[src/rtl/can_tx_sched_pkg.sv]
// Shared types for the transmit scheduler: the frame record and the
// engine result codes. Assumes 29-bit identifiers and 8 payload bytes.
package can_tx_sched_pkg;
    localparam int ID_W   = 29;
    localparam int DLC_W  = 4;
    localparam int DATA_W = 64;

    typedef struct packed {
        logic [ID_W-1:0]   id;
        logic              ext;
        logic [DLC_W-1:0]  dlc;
        logic [DATA_W-1:0] data;
    } can_msg_t;

    typedef enum logic [1:0] {
        RES_OK       = 2'b00,
        RES_BIT_ERR  = 2'b01,
        RES_FORM_ERR = 2'b10,
        RES_ARB_LOST = 2'b11
    } tx_result_e;
endpackage

[src/rtl/can_tx_msg_fifo.sv]
// Circular frame queue of DEPTH entries (2..63). A push is refused when
// the queue is full at the start of the cycle. Assumes pop is asserted
// only while not empty.
module can_tx_msg_fifo
    import can_tx_sched_pkg::*;
#(
    parameter int DEPTH = 4
) (
    input  logic     clk,
    input  logic     rst_n,
    input  logic     push_req,
    input  can_msg_t push_msg,
    input  logic     pop,
    output can_msg_t head,
    output logic     empty,
    output logic     full,
    output logic     push_drop
);
    localparam int PTR_W = (DEPTH > 1) ? $clog2(DEPTH) : 1;
    localparam int CNT_W = $clog2(DEPTH + 1);
    localparam logic [PTR_W-1:0] LAST = PTR_W'(DEPTH - 1);

    can_msg_t         mem [DEPTH];
    logic [PTR_W-1:0] rd_ptr, wr_ptr;
    logic [CNT_W-1:0] count;
    logic             accept;

    assign empty     = (count == '0);
    assign full      = (count == CNT_W'(DEPTH));
    assign accept    = push_req && !full;
    assign push_drop = push_req && full;
    assign head      = mem[rd_ptr];

    // Storage write; contents need no reset.
    always_ff @(posedge clk) begin
        if (accept) mem[wr_ptr] <= push_msg;
    end

    // Pointer and occupancy bookkeeping.
    always_ff @(posedge clk) begin
        if (!rst_n) begin
            rd_ptr <= '0;
            wr_ptr <= '0;
            count  <= '0;
        end else begin
            if (accept) wr_ptr <= (wr_ptr == LAST) ? '0 : wr_ptr + 1'b1;
            if (pop)    rd_ptr <= (rd_ptr == LAST) ? '0 : rd_ptr + 1'b1;
            case ({accept, pop})
                2'b10:   count <= count + 1'b1;
                2'b01:   count <= count - 1'b1;
                default: count <= count;
            endcase
        end
    end
endmodule

[src/rtl/can_tx_hp_slot.sv]
// One-entry urgent frame holder. A load is refused while occupied;
// clear empties it. Assumes clear is only asserted while occupied.
module can_tx_hp_slot
    import can_tx_sched_pkg::*;
(
    input  logic     clk,
    input  logic     rst_n,
    input  logic     load,
    input  can_msg_t load_msg,
    input  logic     clear,
    output logic     valid,
    output can_msg_t msg,
    output logic     load_drop
);
    assign load_drop = load && valid;

    // Occupancy flag.
    always_ff @(posedge clk) begin
        if (!rst_n)              valid <= 1'b0;
        else if (clear)          valid <= 1'b0;
        else if (load && !valid) valid <= 1'b1;
    end

    // Frame contents, captured on an accepted load.
    always_ff @(posedge clk) begin
        if (load && !valid) msg <= load_msg;
    end
endmodule

[src/rtl/can_tx_arbiter.sv]
// Transmit attempt controller: offers a frame when idle (urgent first),
// tracks the in-flight source and turns done reports into releases or
// retries. Assumes the engine raises done only for a granted frame.
module can_tx_arbiter
    import can_tx_sched_pkg::*;
(
    input  logic clk,
    input  logic rst_n,
    input  logic hp_valid,
    input  logic fifo_empty,
    input  logic eng_grant,
    input  logic eng_done,
    input  logic [1:0] eng_result,
    output logic eng_req,
    output logic eng_hp,
    output logic hp_locked,
    output logic fifo_pop,
    output logic hp_sent,
    output logic tx_done
);
    logic busy, src_hp, finish, ok, take;

    assign eng_req   = !busy && (hp_valid || !fifo_empty);
    assign eng_hp    = busy ? src_hp : hp_valid;
    assign take      = eng_req && eng_grant;
    assign finish    = busy && eng_done;
    assign ok        = finish && (tx_result_e'(eng_result) == RES_OK);
    assign fifo_pop  = ok && !src_hp;
    assign hp_sent   = ok && src_hp;
    assign hp_locked = (busy && src_hp) || (take && hp_valid);

    // Attempt state: idle/in-flight, source, completion pulse.
    always_ff @(posedge clk) begin
        if (!rst_n) begin
            busy    <= 1'b0;
            src_hp  <= 1'b0;
            tx_done <= 1'b0;
        end else begin
            tx_done <= ok;
            if (take) begin
                busy   <= 1'b1;
                src_hp <= hp_valid;
            end else if (finish) begin
                busy   <= 1'b0;
            end
        end
    end
endmodule

[src/rtl/can_tx_sched.sv]
// Top of the prioritized transmit scheduler: host write port, queue,
// urgent slot, attempt controller, overflow flag. Single clock,
// synchronous active-low reset.
module can_tx_sched
    import can_tx_sched_pkg::*;
#(
    parameter int DEPTH = 4
) (
    input  logic              clk,
    input  logic              rst_n,
    input  logic              wr_valid,
    input  logic              wr_to_hp,
    input  logic [ID_W-1:0]   wr_id,
    input  logic              wr_ext,
    input  logic [DLC_W-1:0]  wr_dlc,
    input  logic [DATA_W-1:0] wr_data,
    input  logic              hp_abort,
    output logic              eng_req,
    output logic              eng_hp,
    output logic [ID_W-1:0]   eng_id,
    output logic              eng_ext,
    output logic [DLC_W-1:0]  eng_dlc,
    output logic [DATA_W-1:0] eng_data,
    input  logic              eng_grant,
    input  logic              eng_done,
    input  logic [1:0]        eng_result,
    output logic              fifo_empty,
    output logic              fifo_full,
    output logic              hp_busy,
    output logic              ovf_flag,
    output logic              tx_done
);
    can_msg_t wr_msg, fifo_head, hp_msg, sel_msg;
    logic fifo_drop, hp_drop, hp_locked, fifo_pop, hp_sent, hp_clear;

    assign wr_msg   = '{id: wr_id, ext: wr_ext, dlc: wr_dlc, data: wr_data};
    assign hp_clear = hp_sent || (hp_abort && hp_busy && !hp_locked);
    assign sel_msg  = eng_hp ? hp_msg : fifo_head;
    assign eng_id   = sel_msg.id;
    assign eng_ext  = sel_msg.ext;
    assign eng_dlc  = sel_msg.dlc;
    assign eng_data = sel_msg.data;

    can_tx_msg_fifo #(.DEPTH(DEPTH)) u_fifo (
        .clk(clk), .rst_n(rst_n),
        .push_req(wr_valid && !wr_to_hp), .push_msg(wr_msg),
        .pop(fifo_pop), .head(fifo_head),
        .empty(fifo_empty), .full(fifo_full), .push_drop(fifo_drop)
    );

    can_tx_hp_slot u_hp (
        .clk(clk), .rst_n(rst_n),
        .load(wr_valid && wr_to_hp), .load_msg(wr_msg),
        .clear(hp_clear), .valid(hp_busy), .msg(hp_msg),
        .load_drop(hp_drop)
    );

    can_tx_arbiter u_arb (
        .clk(clk), .rst_n(rst_n),
        .hp_valid(hp_busy), .fifo_empty(fifo_empty),
        .eng_grant(eng_grant), .eng_done(eng_done), .eng_result(eng_result),
        .eng_req(eng_req), .eng_hp(eng_hp), .hp_locked(hp_locked),
        .fifo_pop(fifo_pop), .hp_sent(hp_sent), .tx_done(tx_done)
    );

    // Sticky overflow flag, set by any refused write.
    always_ff @(posedge clk) begin
        if (!rst_n)                    ovf_flag <= 1'b0;
        else if (fifo_drop || hp_drop) ovf_flag <= 1'b1;
    end
endmodule

[config.mk]
export PLATFORM = sky130hd
export DESIGN_NAME = can_tx_sched
export DESIGN_NICKNAME = d
export VERILOG_FILES = /design/src/rtl/can_tx_sched_pkg.sv /design/src/rtl/can_tx_msg_fifo.sv /design/src/rtl/can_tx_hp_slot.sv /design/src/rtl/can_tx_arbiter.sv /design/src/rtl/can_tx_sched.sv
export SDC_FILE = /design/constraint.sdc
export NUM_CORES = 1
export LEC_CHECK = 0
export ABC_AREA = 1
export BUFFER_PORTS_ARGS = -buffer_cell sky130_fd_sc_hd__buf_2
export CORE_ASPECT_RATIO = 1.2
export CORE_MARGIN = 4
export CORE_UTILIZATION = 45
export DETAILED_ROUTE_END_ITERATION = 7
export GPL_ROUTABILITY_DRIVEN = 0
export HOLD_SLACK_MARGIN = 0.06
export SLEW_MARGIN = 10
export SYNTH_ARGS = -nofsm -noshare
export SYNTH_HDL_FRONTEND = slang
export SYNTH_HIERARCHICAL = 1
export SYNTH_SLANG_ARGS = --single-unit
[constraint.sdc]
create_clock -name clk -period 10.05 [get_ports clk]
set_input_delay 0.5025 -clock clk [delete_from_list [all_inputs] [get_ports clk]]
set_output_delay 0.5025 -clock clk [all_outputs]
set_load 0.01 [all_outputs]
# --- Word level (Yosys, flattened, before mapping) ---
# Memories as Yosys holds them, arrays and structs flattened. A register that Yosys moved wholly into a read port is not among the register bits.
# Index checks and enable logic that the tools add are counted.
totals:
  regBits: 110
  mem_bits_rw: 392
  inputBits: 107
  output_inout_bits: 105
  n_memories: 1
classes:
  addsub: 4
  eq_ne: 5
  muxes: 11
  bitwise_logic: 1
  reduce_logical: 32
mem_list:
  columns: ["memory", "depth", "width", "read_ports", "rd_clocked_by_memory_dff", "write_ports", "line", "text"]
  rows:
  - ["u_fifo.mem", 4, 98, 1, 1, 1, "can_tx_msg_fifo.sv:23", "can_msg_t mem [DEPTH];"]
ops:
  columns: ["op", "n"]
  rows:
  - ["two-way mux 98 bit", 1]
  - ["logical AND 1 bit", 16]
  - ["two-way mux 2 bit", 4]
  - ["logical NOT 1 bit", 7]
  - ["equality test 2 bit, second input constant", 3]
  - ["one-hot mux 3 bit (2 select lines)", 1]
  - ["two-way mux 1 bit", 5]
  - ["adder 2 x 1 -> 2 bit, second input constant", 2]
  - ["logical OR 1 bit", 4]
  - ["nonzero test 2 bit", 2]
  - ["adder 3 x 1 -> 3 bit, second input constant", 1]
  - ["equality test 3 bit, second input constant", 1]
  - ["logical NOT 3 bit", 1]
  - ["subtractor 3 x 1 -> 3 bit, second input constant", 1]
  - ["equality test 2 x 1 -> 1 bit, second input constant", 1]
  - ["logical NOT 2 bit", 1]
  - ["OR reduction 2 bit", 1]
  - ["inverter 1 bit", 1]

# --- Longest topological paths before layout ---
depth:
  word_depth: 11
  mapped_depth: 12

# --- Hierarchy ---
# Netlist, hierarchy kept.
modules_own_cells:
  columns: ["mod", "n_inst", "cells_each", "area_per_inst_um2"]
  rows:
  - ["can_tx_msg_fifo", 1, 1016, 15001.9]
  - ["can_tx_hp_slot", 1, 107, 2992.9]
  - ["can_tx_sched", 1, 327, 1722.9]
  - ["can_tx_arbiter", 1, 23, 150.1]

# --- Worst setup path before layout ---
# Ideal clock, no wire load.
synth_timing:
  path_type: "input port to flip-flop"
  startpoint: "input port wr_valid"
  endpoint: "memory u_fifo/mem[0][0] (netlist name), enable pin"
  t_arrival_ps: 4966
  required_time_ps: 9494
  slack_ps: 4528
  cell_stages: 4
  path_buffers: 0
  cell_sequence: "inv_1 -> nor2_1 -> nand2_1 -> nor2_1"
synth_via:
  elab_chain_cells: 4
synth_rtl:
  columns: ["item", "line", "text"]
  rows:
  - ["from (decl)", "can_tx_sched.sv:11", "input logic wr_valid,"]
  - ["logical AND 1 bit", "can_tx_sched.sv:46", ".push_req(wr_valid && !wr_to_hp), .push_msg(wr_msg),"]
  - ["logical AND 1 bit", "can_tx_msg_fifo.sv:30", "assign accept = push_req && !full;"]
  - ["two-way mux 1 bit", "can_tx_msg_fifo.sv:36", "if (accept) mem[wr_ptr] <= push_msg;"]
  - ["two-way mux 1 bit (implied by the code)", "can_tx_msg_fifo.sv:36", null]
  - ["to (decl)", "can_tx_msg_fifo.sv:23", null]
# No other way between the ends.

==> flow_metrics.env <==
export IMPL_fmax_mhz=251
export IMPL_ys_ff_latch=504
export IMPL_stdcell_area_um2=22700
export IMPL_cts_setup_buffers=0
export IMPL_path_clk_slew_ns=0.06
export IMPL_cell_internal_pwr_uw=3500
export IMPL_clock_power_share_pct=40.0
export IMPL_pin_count_of_the_biggest_net_entering_global_routing=126
export IMPL_whs_ns=0.155
export IMPL_synth_edf_count=490
export IMPL_sequential_share_of_power_pct=53.4
export IMPL_seq_area_um2=15000
export IMPL_count_of_fill_cells_added_during_filler_insertion=3713
export IMPL_globalRoute_totalOverflow=0
export IMPL_cts_root_buffer="sky130_fd_sc_hd__clkbuf_16"
export IMPL_insertion_delay_ns=0.58
export IMPL_fin_worst_skew_ns=0.0104
export IMPL_worst_ep_arrival_time_ns=3.48
export IMPL_yosys_warnings=6
export IMPL_worstSetupStartpointType="flip-flop"
export IMPL_die_height_um=238
export IMPL_grt_setup_unrepaired="false"
export IMPL_yosys_area_top_type="sky130_fd_sc_hd__edfxtp_1"
export IMPL_cts_buffer_depth=3
export IMPL_cts_made_buffers=50
export IMPL_detailedPlace_worstSlack_ns=6.65
export IMPL_io_buffer_count=211
export IMPL_hold_viol=0
export IMPL_die_w_um=200
export IMPL_final_setup_tns_ns=0
export IMPL_min_path_type="in -> reg"
export IMPL_grt_use_total_pct=17.5
export IMPL_grt_pass1_vias=11600
export IMPL_core_area_um2=43700
export IMPL_status="completed"
export IMPL_drt_vias_per_instance=5.19
export IMPL_ys_async_sr_fraction_pct=0
export IMPL_tritoncts="yes"
export IMPL_power_total_uw=4470
export IMPL_mappedNetlistNets=1587
export IMPL_timing_slew_headroom_pct=25.4
export IMPL_finalMaxSlewViolations=0
export IMPL_initial_utilization_pct=45.4
export IMPL_num_nets_final=1782
export IMPL_post_place_instance_area_um2=21100
export IMPL_regToRegSetupSlack_ns=7.26
export IMPL_final_critical_path_setup_slack_ns=6.07
export IMPL_numClockSinks=504
export IMPL_net_switching_power_uw=962
export IMPL_synth_top_flop_cell="sky130_fd_sc_hd__edfxtp_1"
export IMPL_switching_share_pct=21.5
export IMPL_power_per_cell_area_nw_per_um2=197
export IMPL_timing_worst_slew_pin_value_ns=1.12
export IMPL_synth_seq_area_share_pct=75.5
export IMPL_yosysTopAreaCellShare_pct=74.1
export IMPL_cts_hold_repair_buffers=0
export IMPL_worst_path_max_fanout=125
export IMPL_mappedNetlistArea_um2=19900
export IMPL_wl_per_cell_um=18.6
export IMPL_end_kind="primary output"
export IMPL_grt_pass1_wl_mm=64.9
export IMPL_critical_path_required_ns=9.55
export IMPL_synth_top_cells_by_area="sky130_fd_sc_hd__edfxtp_1 (74%), sky130_fd_sc_hd__o21ai_0 (5.2%), sky130_fd_sc_hd__nor2_1 (4.1%)"
export IMPL_detailedRoute_firstPassIterationCount=5
export IMPL_power_leakage_uw=0.00823
export IMPL_timing_final_crit_period_ns=3.98
export IMPL_drt_wl_total_mm=42.1
export IMPL_grt_antenna_before_repair=6
export IMPL_std_cell_rows=84
export IMPL_critical_path_class="reg -> out"
export IMPL_htree_num_levels=2
export IMPL_routed_via_count=11800
export IMPL_detailedRoute_firstIterationViolations=646
export IMPL_num_io_pins=212
export IMPL_drive_gt1_share_pct=20.6
export IMPL_irDropWorstVdd_v=0.000155
export IMPL_multi_input_comb_area_um2=3760
export IMPL_remaining_drc_errors=0
export IMPL_endpoints_failing_setup=0
export IMPL_layout_worst_path_cycle_share_pct=39.6
export IMPL_cap_viol_max_count=0
export IMPL_dp_final_hpwl_mm=23.5
export IMPL_p_comb_share_pct=6.6
export IMPL_synthToLayoutAreaGrowth_pct=14.4
export IMPL_post_cts_resized=0
export IMPL_netlist_cell_type_count=28
export IMPL_avgSynthCellArea_um2=13.5
export IMPL_synthCells=1473
export IMPL_design_die_area_um2=47600
export IMPL_ant_nets=0
-- sequential cells by signal, indices dropped and copies added (netlist names), named ones only --
register	count
u_fifo/mem	392
u_hp/msg	98
u_fifo/count	3
u_fifo/rd_ptr	2
u_fifo/wr_ptr	2
ovf_flag	1
u_arb/busy	1
u_arb/src_hp	1
u_arb/tx_done	1
u_hp/valid	1
-- critical path, stage by stage (launching register included) --
cell	delay, ns
sky130_fd_sc_hd__dfxtp_4	0.51
sky130_fd_sc_hd__inv_6	0.68
sky130_fd_sc_hd__buf_4	0.78
sky130_fd_sc_hd__nor2_1	0.08
sky130_fd_sc_hd__o22ai_1	0.19
sky130_fd_sc_hd__inv_1	0.05
sky130_fd_sc_hd__o21ai_0	0.29
sky130_fd_sc_hd__buf_2	0.20
-- kinds of logic (layout without fill, tap and decap cells) --
logic type | after synthesis | in the layout | synth area share [%]
buffers and inverters | 214 | 448 | 5.83
and+or+nand+nor | 343 | 343 | 6.56
DFF | 504 | 504 | 75.5
other | 0 | 3 | 0
adders and majority gates | 7 | 7 | 0.479
AOI/OAI and AO/OA | 405 | 405 | 11.7
-- final timing paths --
path,startpoint,endpoint,depth (start not counted)
setup / recovery,flip-flop,eng_data[48],7
setup reg to reg,u_fifo/count[1]$_SDFFE_PN0P_,u_fifo/mem[1][39]$_DFFE_PP_,5
hold / removal,wr_data[53],u_fifo/mem[2][53]$_DFFE_PP_,1
hold reg to reg,ovf_flag$_SDFFE_PN0P_,ovf_flag$_SDFFE_PN0P_,2
-- final cells by class --
class / instances / area share [%]
inverter: 128 / 2.14
antenna: 3 / 0.0330
clock buffer: 65 / 6.03
timing repair buffer: 229 / 5.24
sequential: 504 / 66.0
tap: 559 / 3.08
multi-input combinational: 755 / 16.6
clock inverter: 26 / 0.903
-- cell usage after synthesis (7+ instances only) --
| library cell | n |
|---|---|
| sky130_fd_sc_hd__buf_2 | 7 |
| sky130_fd_sc_hd__dfxtp_1 | 14 |
| sky130_fd_sc_hd__o21ai_1 | 47 |
| sky130_fd_sc_hd__nand2_1 | 115 |
| sky130_fd_sc_hd__o22ai_1 | 98 |
| sky130_fd_sc_hd__inv_1 | 125 |
| sky130_fd_sc_hd__clkbuf_1 | 39 |
| sky130_fd_sc_hd__a21oi_1 | 7 |
| sky130_fd_sc_hd__edfxtp_1 | 490 |
| sky130_fd_sc_hd__o21ai_0 | 208 |
| sky130_fd_sc_hd__buf_6 | 20 |
| sky130_fd_sc_hd__nor2_1 | 219 |
| sky130_fd_sc_hd__o21ai_2 | 43 |
-- power by group through the flow --
stage,sequential (uW),clock (uW),combinational [uW]
floorplan,2440,0,178
global placement,2430,0,298
detailed placement,2430,0,302
CTS,2390,1840,303
global route,2390,1920,331
finish,2390,1780,295
-- layer usage --
metal | vias to the layer above | global-route usage [%] | wire (um)
li1 | 5687 | - | -
met1 | 5698 | 23.8 | 18300
met2 | 310 | 28.8 | 20200
met3 | 80 | 3.36 | 2520
met4 | 6 | 5.58 | 1050
met5 | - | 0 | 39
-- cells in the final DEF, fill, tap and decap left out, drive strengths merged --
cell	Yosys	routed
a21oi	8	8
buf	45	229
bufinv	0	3
clkbuf	41	65
clkinv	0	21
clkinvlp	0	2
dfxtp	14	14
diode	0	3
edfxtp	490	490
fa	1	1
ha	6	6
inv	128	128
nand2	115	115
nand3	4	4
nand3b	1	1
nand4	1	1
nor2	219	219
nor3	2	2
o21ai	298	298
o21bai	1	1
o22ai	98	98
or2	1	1
-- through the flow --
step                cells  util, %
floorplan            1473        -
global placement     2175     48.4
detailed placement   2175     48.4
CTS                  2266     52.0
global route         2267     52.0
finish               2269     52.0
(Power assumes the default switching activity.)
